File: src/rtl/fdma_pkg.sv
package fdma_pkg;
    typedef enum logic [1:0] {
        ENG_IDLE = 2'd0,
        ENG_ARB  = 2'd1,
        ENG_MOVE = 2'd2
    } eng_state_e;

    typedef enum logic [1:0] {
        RSEL_START = 2'd0,
        RSEL_COUNT = 2'd1,
        RSEL_CTRL  = 2'd2,
        RSEL_STAT  = 2'd3
    } reg_sel_e;

    localparam int CB_DIR = 0;
    localparam int CB_GO  = 1;
    localparam int CB_IE  = 2;

    localparam int SB_DONE = 0;
    localparam int SB_BUSY = 1;
    localparam int SB_IE   = 2;
    localparam int SB_ERR  = 3;
endpackage

File: src/rtl/fdma_decode.sv
module fdma_decode
    import fdma_pkg::*;
#(
    parameter int          AW   = 32,
    parameter int          DW   = 32,
    parameter logic [AW-1:0] BASE = 'h400
) (
    input  logic          s_sel,
    input  logic          s_rnw,
    input  logic [AW-1:0] s_addr,
    input  logic [DW-1:0] start_word,
    input  logic [DW-1:0] count_word,
    input  logic [DW-1:0] ctrl_word,
    input  logic [DW-1:0] stat_word,
    output logic          s_ack,
    output logic          s_rdata_en,
    output logic [DW-1:0] s_rdata,
    output logic          wr_hit,
    output reg_sel_e      wr_sel
);
    localparam int OFFW = 4;

    logic     hit;
    reg_sel_e rsel;

    always_comb begin
        hit        = s_sel && (s_addr[AW-1:OFFW] == BASE[AW-1:OFFW]) && (s_addr[1:0] == 2'b00);
        rsel       = reg_sel_e'(s_addr[OFFW-1:2]);
        s_ack      = hit;
        s_rdata_en = hit && s_rnw;
        wr_hit     = hit && !s_rnw;
        wr_sel     = rsel;
        s_rdata    = '0;
        if (s_rdata_en) begin
            case (rsel)
                RSEL_START: s_rdata = start_word;
                RSEL_COUNT: s_rdata = count_word;
                RSEL_CTRL:  s_rdata = ctrl_word;
                default:    s_rdata = stat_word;
            endcase
        end
    end
endmodule

File: src/rtl/fdma_regs.sv
module fdma_regs
    import fdma_pkg::*;
#(
    parameter int AW = 32,
    parameter int DW = 32
) (
    input  logic          clk,
    input  logic          rst_n,
    input  logic          wr_hit,
    input  reg_sel_e      wr_sel,
    input  logic [DW-1:0] wr_data,
    input  logic          wr_block,
    input  logic          eng_start,
    input  logic          eng_word,
    input  logic          eng_finish,
    output logic [AW-1:0] start_addr,
    output logic [DW-1:0] count,
    output logic          dir,
    output logic          go,
    output logic          ie,
    output logic          done,
    output logic          err
);
    typedef struct packed {
        logic [AW-1:0] sa;
        logic [DW-1:0] cnt;
        logic          dir;
        logic          go;
        logic          ie;
        logic          done;
        logic          err;
    } regs_t;

    regs_t regs_d, regs_q;

    always_comb begin
        regs_d = regs_q;
        if (eng_start)  regs_d.go   = 1'b0;
        if (eng_word)   regs_d.cnt  = regs_q.cnt - DW'(1);
        if (eng_finish) regs_d.done = 1'b1;
        if (wr_hit && !wr_block) begin
            case (wr_sel)
                RSEL_START: regs_d.sa  = AW'(wr_data);
                RSEL_COUNT: regs_d.cnt = wr_data;
                RSEL_CTRL: begin
                    regs_d.dir = wr_data[CB_DIR];
                    regs_d.ie  = wr_data[CB_IE];
                    if (wr_data[CB_GO]) begin
                        regs_d.done = 1'b0;
                        if ((regs_q.sa[1:0] != 2'b00) || (regs_q.cnt == '0)) begin
                            regs_d.err = 1'b1;
                            regs_d.go  = 1'b0;
                        end else begin
                            regs_d.err = 1'b0;
                            regs_d.go  = 1'b1;
                        end
                    end else begin
                        regs_d.go = 1'b0;
                    end
                end
                default: ;
            endcase
        end
    end

    always_ff @(posedge clk or negedge rst_n) begin
        if (!rst_n) regs_q <= '0;
        else        regs_q <= regs_d;
    end

    assign start_addr = regs_q.sa;
    assign count      = regs_q.cnt;
    assign dir        = regs_q.dir;
    assign go         = regs_q.go;
    assign ie         = regs_q.ie;
    assign done       = regs_q.done;
    assign err        = regs_q.err;
endmodule

File: src/rtl/fdma_engine.sv
module fdma_engine
    import fdma_pkg::*;
#(
    parameter int AW = 32,
    parameter int DW = 32
) (
    input  logic          clk,
    input  logic          rst_n,
    input  logic          go,
    input  logic          dir,
    input  logic [AW-1:0] start_addr,
    input  logic [DW-1:0] count,
    input  logic          p_req,
    input  logic          m_gnt,
    input  logic          m_ack,
    output logic          busy,
    output logic          eng_start,
    output logic          eng_word,
    output logic          eng_finish,
    output logic          m_req,
    output logic          m_lock,
    output logic          m_sel,
    output logic          m_rnw,
    output logic [AW-1:0] m_addr,
    output logic          p_gnt
);
    localparam logic [AW-1:0] STEP = AW'(4);

    typedef struct packed {
        eng_state_e    st;
        logic [AW-1:0] ptr;
    } eng_t;

    eng_t eng_d, eng_q;
    logic moving;

    always_comb begin
        eng_d      = eng_q;
        eng_start  = 1'b0;
        eng_word   = 1'b0;
        eng_finish = 1'b0;
        case (eng_q.st)
            ENG_IDLE: begin
                if (go && p_req) begin
                    eng_start = 1'b1;
                    eng_d.st  = ENG_ARB;
                    eng_d.ptr = start_addr;
                end
            end
            ENG_ARB: begin
                if (!p_req) begin
                    eng_finish = 1'b1;
                    eng_d.st   = ENG_IDLE;
                end else if (m_gnt) begin
                    eng_d.st = ENG_MOVE;
                end
            end
            ENG_MOVE: begin
                if (m_ack) begin
                    eng_word  = 1'b1;
                    eng_d.ptr = eng_q.ptr + STEP;
                end
                if ((m_ack && (count == DW'(1))) || !p_req) begin
                    eng_finish = 1'b1;
                    eng_d.st   = ENG_IDLE;
                end
            end
            default: eng_d.st = ENG_IDLE;
        endcase
    end

    always_ff @(posedge clk or negedge rst_n) begin
        if (!rst_n) eng_q <= '{st: ENG_IDLE, ptr: '0};
        else        eng_q <= eng_d;
    end

    always_comb begin
        moving = (eng_q.st == ENG_MOVE);
        busy   = (eng_q.st != ENG_IDLE);
        m_req  = busy;
        m_lock = moving;
        m_sel  = moving;
        p_gnt  = moving;
        m_rnw  = moving && dir;
        m_addr = moving ? eng_q.ptr : '0;
    end
endmodule

File: src/rtl/flyby_dma.sv
module flyby_dma
    import fdma_pkg::*;
#(
    parameter int            AW   = 32,
    parameter int            DW   = 32,
    parameter logic [AW-1:0] BASE = 'h400
) (
    input  logic          clk,
    input  logic          rst_n,
    input  logic          s_sel,
    input  logic          s_rnw,
    input  logic [AW-1:0] s_addr,
    input  logic [DW-1:0] s_wdata,
    output logic          s_ack,
    output logic [DW-1:0] s_rdata,
    output logic          s_rdata_en,
    output logic          m_req,
    output logic          m_lock,
    input  logic          m_gnt,
    output logic          m_sel,
    output logic          m_rnw,
    output logic [AW-1:0] m_addr,
    input  logic          m_ack,
    input  logic          p_req,
    output logic          p_gnt,
    output logic          irq
);
    logic          wr_hit;
    reg_sel_e      wr_sel;
    logic [AW-1:0] start_addr;
    logic [DW-1:0] count;
    logic          dir, go, ie, done, err, busy;
    logic          eng_start, eng_word, eng_finish;
    logic [DW-1:0] ctrl_word, stat_word;

    always_comb begin
        ctrl_word         = '0;
        ctrl_word[CB_DIR] = dir;
        ctrl_word[CB_GO]  = go;
        ctrl_word[CB_IE]  = ie;
        stat_word          = '0;
        stat_word[SB_DONE] = done;
        stat_word[SB_BUSY] = busy;
        stat_word[SB_IE]   = ie;
        stat_word[SB_ERR]  = err;
    end

    fdma_decode #(.AW(AW), .DW(DW), .BASE(BASE)) u_decode (
        .s_sel      (s_sel),
        .s_rnw      (s_rnw),
        .s_addr     (s_addr),
        .start_word (DW'(start_addr)),
        .count_word (count),
        .ctrl_word  (ctrl_word),
        .stat_word  (stat_word),
        .s_ack      (s_ack),
        .s_rdata_en (s_rdata_en),
        .s_rdata    (s_rdata),
        .wr_hit     (wr_hit),
        .wr_sel     (wr_sel)
    );

    fdma_regs #(.AW(AW), .DW(DW)) u_regs (
        .clk        (clk),
        .rst_n      (rst_n),
        .wr_hit     (wr_hit),
        .wr_sel     (wr_sel),
        .wr_data    (s_wdata),
        .wr_block   (busy || eng_start),
        .eng_start  (eng_start),
        .eng_word   (eng_word),
        .eng_finish (eng_finish),
        .start_addr (start_addr),
        .count      (count),
        .dir        (dir),
        .go         (go),
        .ie         (ie),
        .done       (done),
        .err        (err)
    );

    fdma_engine #(.AW(AW), .DW(DW)) u_engine (
        .clk        (clk),
        .rst_n      (rst_n),
        .go         (go),
        .dir        (dir),
        .start_addr (start_addr),
        .count      (count),
        .p_req      (p_req),
        .m_gnt      (m_gnt),
        .m_ack      (m_ack),
        .busy       (busy),
        .eng_start  (eng_start),
        .eng_word   (eng_word),
        .eng_finish (eng_finish),
        .m_req      (m_req),
        .m_lock     (m_lock),
        .m_sel      (m_sel),
        .m_rnw      (m_rnw),
        .m_addr     (m_addr),
        .p_gnt      (p_gnt)
    );

    assign irq = done && ie;
endmodule

File: config.mk
export PLATFORM = sky130hd
export DESIGN_NAME = flyby_dma
export DESIGN_NICKNAME = d
export VERILOG_FILES = /design/src/rtl/fdma_pkg.sv /design/src/rtl/fdma_decode.sv /design/src/rtl/fdma_regs.sv /design/src/rtl/fdma_engine.sv /design/src/rtl/flyby_dma.sv
export SDC_FILE = /design/constraint.sdc
export NUM_CORES = 1
export LEC_CHECK = 0
export BUFFER_PORTS_ARGS = -buffer_cell sky130_fd_sc_hd__clkbuf_2
export CAP_MARGIN = 15
export CORE_UTILIZATION = 40
export CTS_CLUSTER_SIZE = 24
export DETAILED_ROUTE_END_ITERATION = 7
export GPL_TIMING_DRIVEN = 0
export PLACE_DENSITY = 0.65
export SLEW_MARGIN = 20
export SYNTH_ARGS = -nofsm -noshare
export SYNTH_HDL_FRONTEND = slang
export SYNTH_SLANG_ARGS = --single-unit
File: constraint.sdc
create_clock -name clk -period 5.9 [get_ports clk]
set_input_delay 0.59 -clock clk [delete_from_list [all_inputs] [get_ports clk]]
set_output_delay 0.59 -clock clk [all_outputs]
set_load 0.005 [all_outputs]
== Yosys cells after proc, flatten, opt, wreduce, memory -nomap -nowiden ==
Index checks and enable logic that the tools add are counted.

* Register bits after elaboration: 103
* Input port bits: 71
* Output and inout bits: 72
* Word-level logic and storage cells: 75

* $add $sub $neg: 2
* Eq/ne operators: 10
* Muxes and demuxes: 27
* Reduce and logical (&&, ||, !) cells: 27

{| class="wikitable"
|+ Operators by type and width
! cell !! count
|-
| two-way mux 32 bit || 5
|-
| one-hot mux 32 bit (3 select lines) || 1
|-
| one-hot mux 32 bit (2 select lines) || 1
|-
| two-way mux 37 bit || 1
|-
| two-way mux 34 bit || 1
|-
| adder 32 x 3 -> 32 bit (second input constant) || 1
|-
| == test 32 x 1 -> 1 bit (second input constant) || 1
|-
| logical NOT 32 bit || 1
|-
| subtractor 32 x 1 -> 32 bit (second input constant) || 1
|-
| == test 28 x 7 -> 1 bit (second input constant) || 1
|-
| two-way mux 1 bit || 11
|-
| logical AND 1 bit || 9
|-
| AND reduction 3 bit || 3
|-
| two-way mux 2 bit || 4
|-
| logical NOT 2 bit || 3
|-
| != test 2 x 1 -> 1 bit (second input constant) || 3
|-
| one-hot mux 2 bit (3 select lines) || 1
|-
| nonzero test 2 bit || 3
|-
| two-way mux 5 bit || 1
|-
| == test 2 x 1 -> 1 bit (second input constant) || 2
|-
| == test 2 bit (second input constant) || 2
|-
| AND reduction 2 bit || 2
|-
| logical NOT 1 bit || 3
|-
| logical OR 1 bit || 3
|-
| other kinds (2) || 2
|}

== Longest topological paths before layout ==
* Word-level depth: 9
* Mapped depth: 9
* Depth with buffers taken out: 7

== Hierarchy ==
From an unflattened synthesis, not the netlist that was laid out.

* Cell total of the unflattened synthesis: 756
* Area, all modules: 7747.4 µm²

{| class="wikitable"
|+ Modules (own cells, without submodules)
! module !! instances !! cells an instance !! area each (µm²) !! sequential area each (µm²)
|-
| fdma_regs || 1 || 296 || 3359.5 || 1726.7
|-
| fdma_engine || 1 || 358 || 2859.0 || 850.8
|-
| fdma_decode || 1 || 99 || 1512.7 || 0.0
|-
| flyby_dma || 1 || 3 || 16.3 || 0.0
|}

== Worst setup path after synthesis ==
No wires, ideal clock.

* Path kind: input -> output
* Start point: input s_addr[5]
* End point: output s_rdata[11]
* Data arrival time: 1939 ps
* Data required time: 5310 ps
* Path slack: 3371 ps
* Stages: 6
* Buffers on the path: 1
* Cells stage by stage: nor4b_1 nand4_1 nor2_2 nand3_1 clkbuf_1 nor2_1

* Word-level cells in the longest chain between the ends: 5

{| class="wikitable"
|+ RTL lines
! element !! line !! RTL
|-
| from (decl) || flyby_dma.sv:12 || <nowiki>input logic [AW-1:0] s_addr,</nowiki>
|-
| == test 28 x 7 -> 1 bit || fdma_decode.sv:27 || <nowiki>hit = s_sel && (s_addr[AW-1:OFFW] == BASE[AW-1:OFFW]) && (s_addr[1:0] == 2'b00);</nowiki>
|-
| logical AND 1 bit (2 in a row) || fdma_decode.sv:27 ||
|-
| named net s_ack || flyby_dma.sv:14 || <nowiki>output logic s_ack,</nowiki>
|-
| logical AND 1 bit || fdma_decode.sv:30 || <nowiki>s_rdata_en = hit && s_rnw;</nowiki>
|-
| two-way mux 32 bit || fdma_decode.sv:34 || <nowiki>if (s_rdata_en) begin</nowiki>
|-
| to (decl) || flyby_dma.sv:15 || <nowiki>output logic [DW-1:0] s_rdata,</nowiki>
|}

The timed path passes the listed nets, and every way through them passes these cells.

== Worst setup path after layout ==
* Start point: register u_engine.eng_q[32] in the netlist's numbering
* End point: output m_addr[14]

* Word-level cells in the longest chain between the ends: 2

{| class="wikitable"
|+ RTL lines
! element !! line !! RTL
|-
| from (decl) || fdma_engine.sv:34 || <nowiki>eng_t eng_d, eng_q;</nowiki>
|-
| from (signal assigned) || fdma_engine.sv:73 || <nowiki>if (!rst_n) eng_q <= '{st: ENG_IDLE, ptr: '0};</nowiki>
|-
| from (signal assigned) || fdma_engine.sv:74 || <nowiki>else eng_q <= eng_d;</nowiki>
|-
| == test 2 bit || fdma_engine.sv:78 || <nowiki>moving = (eng_q.st == ENG_MOVE);</nowiki>
|-
| two-way mux 32 bit || fdma_engine.sv:85 || <nowiki>m_addr = moving ? eng_q.ptr : '0;</nowiki>
|-
| to (decl) || flyby_dma.sv:22 || <nowiki>output logic [AW-1:0] m_addr,</nowiki>
|}

Every way passes these cells.

==> impl_metrics.tcl <==
set metrics [dict create \
    status "finished, final reports clean" \
    max_freq_ghz 0.2680 \
    root_buffer "clkbuf_16" \
    route.vias.total 5836 \
    cp-start-kind "flop" \
    drt_iter0_drc 462 \
    hp-class "in2async" \
    clkTransAtPathRegs_ns 0.07 \
    synth_cell_types 65 \
    nets 908 \
    syn2layout_area_growth_pct 20.44 \
    yosysSeqAreaShare_pct 40.73 \
    clockBufferDepth 2 \
    syn-cell-area_mm2 0.006329 \
    start_util_pct 41.32 \
    drv_cap 0 \
    cts_resized 0 \
    relSlewSlack_pct 42.04 \
    synth_edf_count 0 \
    drtPass1Iterations 5 \
    grt_setup_unrepaired "no" \
    cts_buffers 9 \
    end_kind "output pin" \
    vias_per_cell 5.585 \
    io_pins 143 \
    leakage_nw 3.503 \
    die_y_um 127.8 \
    grt_use_total_pct 24.58 \
    antenna_found_initial 0 \
    ctsHoldBuffers 0 \
    worstRegToRegCells 9 \
    n_antenna_cell 0 \
    finalCriticalPeriod_ns 3.731 \
    hold_viol_final 0 \
    worstSetupPathType "reg2out" \
    r2r_setup_slack_ns 2.86 \
    postCtsSetupBuffers 0 \
    syn_inst 679 \
    wl_per_cell_um 18.44 \
    grt_pass1_wl_um 30490 \
    worst_ep_required_time_ns 5.31 \
    crit_fanout 10 \
    drt_wl_total_um 19270 \
    placementRows 45 \
    drive_gt1_share_pct 27.22 \
    grt_pass1_vias 5466 \
    syn_area_per_cell_um2 9.320 \
    ys_warn_count 0 \
    grt_max_degree 88 \
    post-route-period-util_pct 63.24 \
    drv_slew 0 \
    ys_async_sr_fraction_pct 100.0 \
    coreArea_mm2 0.01531 \
    cts_sinks 103 \
    syn-num-nets 757 \
    port_buffers 139 \
    cts.htree.levels 3 \
    yosys_register_bits 103 \
    setup_violations 0 \
    r2r_start "u_engine.eng_q[32]$_DFFE_PN0P_" \
    hpwl_um 14590 \
    clk_latency_ns 0.36 \
    dieArea_mm2 0.01633 \
    ant_nets 0 \
    vdd_drop_max_mv 0.1926 \
    layout_setup_ws_ns 2.169 \
    preCtsSetupSlack_ns 2.549 \
    cts_tree "built" \
    r2r_end "u_engine.eng_q[7]$_DFFE_PN0P_" \
    pwr_density_cell_mw_per_mm2 342.7 \
    drc 0 \
    synthFlopType "dfrtp_1" \
    fin_skew_ns 0.009684 \
    setup_tns_ns 0 \
    arrival_ns 3.14 \
    tightest_slew_ns 0.8695 \
    die_w_um 127.8 \
    grt_overflow 0 \
    gp_congestion 0.8642 \
]
==> layout by cell type, fill, tap and decap left out, types with 6 or more instances in the layout <==
cell / n
mux2i_1: 34
a21oi_1: 22
nand3_1: 20
dfrtp_1: 103
nand2_1: 63
clkbuf_1: 30
or3_1: 8
inv_1: 17
and2_1: 29
o22ai_1: 12
clkbuf_2: 139
nand4_1: 12
o21ai_0: 42
and3_1: 15
nor3_1: 16
o31ai_1: 7
clkbuf_16: 9
buf_2: 6
nor2_1: 61
mux2_2: 41
xor2_1: 8
ha_1: 7
nor4_1: 16
xnor2_1: 23
==> flip-flops by register name (all words and copies together), names as in the netlist <==
name,cells
u_regs.dir,1
u_regs.go,1
u_engine.eng_q,34
u_regs.start_addr,32
u_regs.done,1
u_regs.err,1
u_regs.count,32
u_regs.ie,1
==> per-stage QoR <==
stage                     cells  hold WS [ns]  power (mW)  instance area, um^2  util [%]
after detailed placement   1030        0.4589       1.985                 7325     47.83
final                      1045       0.07430       2.612                 7622     49.77
after global placement     1029        0.4605       1.976                 7288     47.59
after floorplan             679        0.2944       1.680                 6329         -
after CTS                  1045       0.06799       2.605                 7622     49.77
after global routing       1045       0.07304       2.776                 7622     49.77
==> synth_stat cells, drive strengths merged (2+ instances only) <==
master,count,area (um^2)
a31oi,5,31.28
o211ai,3,22.52
a21o,2,15.01
o21ai,45,225.2
and4,4,35.03
nand2b,2,12.51
or2,2,12.51
o311ai,2,17.52
o221a,3,33.78
or3,8,50.05
o31ai,7,52.55
nor3b,2,15.01
a32oi,2,17.52
nor4b,3,47.54
nand2,63,236.5
ha,7,87.58
clkbuf,31,117.6
or4,7,60.06
mux2i,34,340.3
nor3,16,80.08
nand4,12,75.07
mux2,43,484.2
mux4,2,45.04
xor2,8,70.07
o22ai,12,75.07
a22o,2,17.52
nor2,62,235.2
nand4bb,2,22.52
a22oi,3,22.52
dfrtp,103,2577
and2,29,181.4
a21oi,22,110.1
nand3,21,110.1
xnor2,23,201.4
nand3b,4,30.03
inv,17,63.81
buf,12,71.32
a211o,2,17.52
and3,15,93.84
a211oi,2,20.02
a2bb2oi,5,43.79
nor4,20,158.9
==> routing by layer <==
layer	GRT usage, %	wire, um
met2	37.21	8684
met5	0	0
met1	34.69	8792
met3	5.968	1468
met4	7.405	325
==> where the power goes <==
group | switching [mW] | internal (mW) | leakage (nW)
Sequential | 0.173 | 0.841 | 1.40
Clock | 0.265 | 0.348 | 0.151
Combinational | 0.589 | 0.397 | 1.96
Total | 1.03 | 1.59 | 3.50
==> area by class of cell <==
| cell class | instances | area, um^2 |
|---|---|---|
| flip-flops and latches | 103 | 2577 |
| multi-input cells | 516 | 3498 |
| clock inverters | 4 | 45.04 |
| repair buffers | 140 | 732.0 |
| clock buffers | 11 | 252.7 |
| fillers | 1537 | 7692 |
| well taps | 211 | 264.0 |
| plain buffers | 43 | 188.9 |
| inverters | 17 | 63.81 |
==> kinds of logic (layout without fill, tap and decap cells) <==
group / count (synthesis) / in the layout / synth area share [%]
mux: 79 / 79 / 13.74
buf+inv: 60 / 215 / 3.994
xor+xnor: 31 / 31 / 4.290
flops: 103 / 103 / 40.73
simple gates: 275 / 275 / 23.49
fa+ha+maj: 7 / 7 / 1.384
compound gates: 124 / 124 / 12.38
==> worst max path at each step <==
stage / from / slack (ns) / to
detailed placement: u_engine.eng_q[32]$_DFFE_PN0P_ / 2.55 / m_addr[14]
global route: u_engine.eng_q[32]$_DFFE_PN0P_ / 2.05 / m_addr[14]
floorplan: s_addr[5] / 3.37 / s_rdata[11]
finish: u_engine.eng_q[32]$_DFFE_PN0P_ / 2.17 / m_addr[14]
global placement: u_engine.eng_q[32]$_DFFE_PN0P_ / 2.56 / m_addr[14]
CTS: u_engine.eng_q[32]$_DFFE_PN0P_ / 2.14 / m_addr[14]
==> critical path: stages, from the launching register on <==
cell and delay (ns):
dfrtp_1 0.41, inv_1 0.12, ha_1 0.22, buf_2 0.27
clkbuf_1 0.46, clkbuf_1 0.50, clkbuf_1 0.47, and2_1 0.21
clkbuf_2 0.11
No activity file was read; power rests on OpenSTA's default activity.
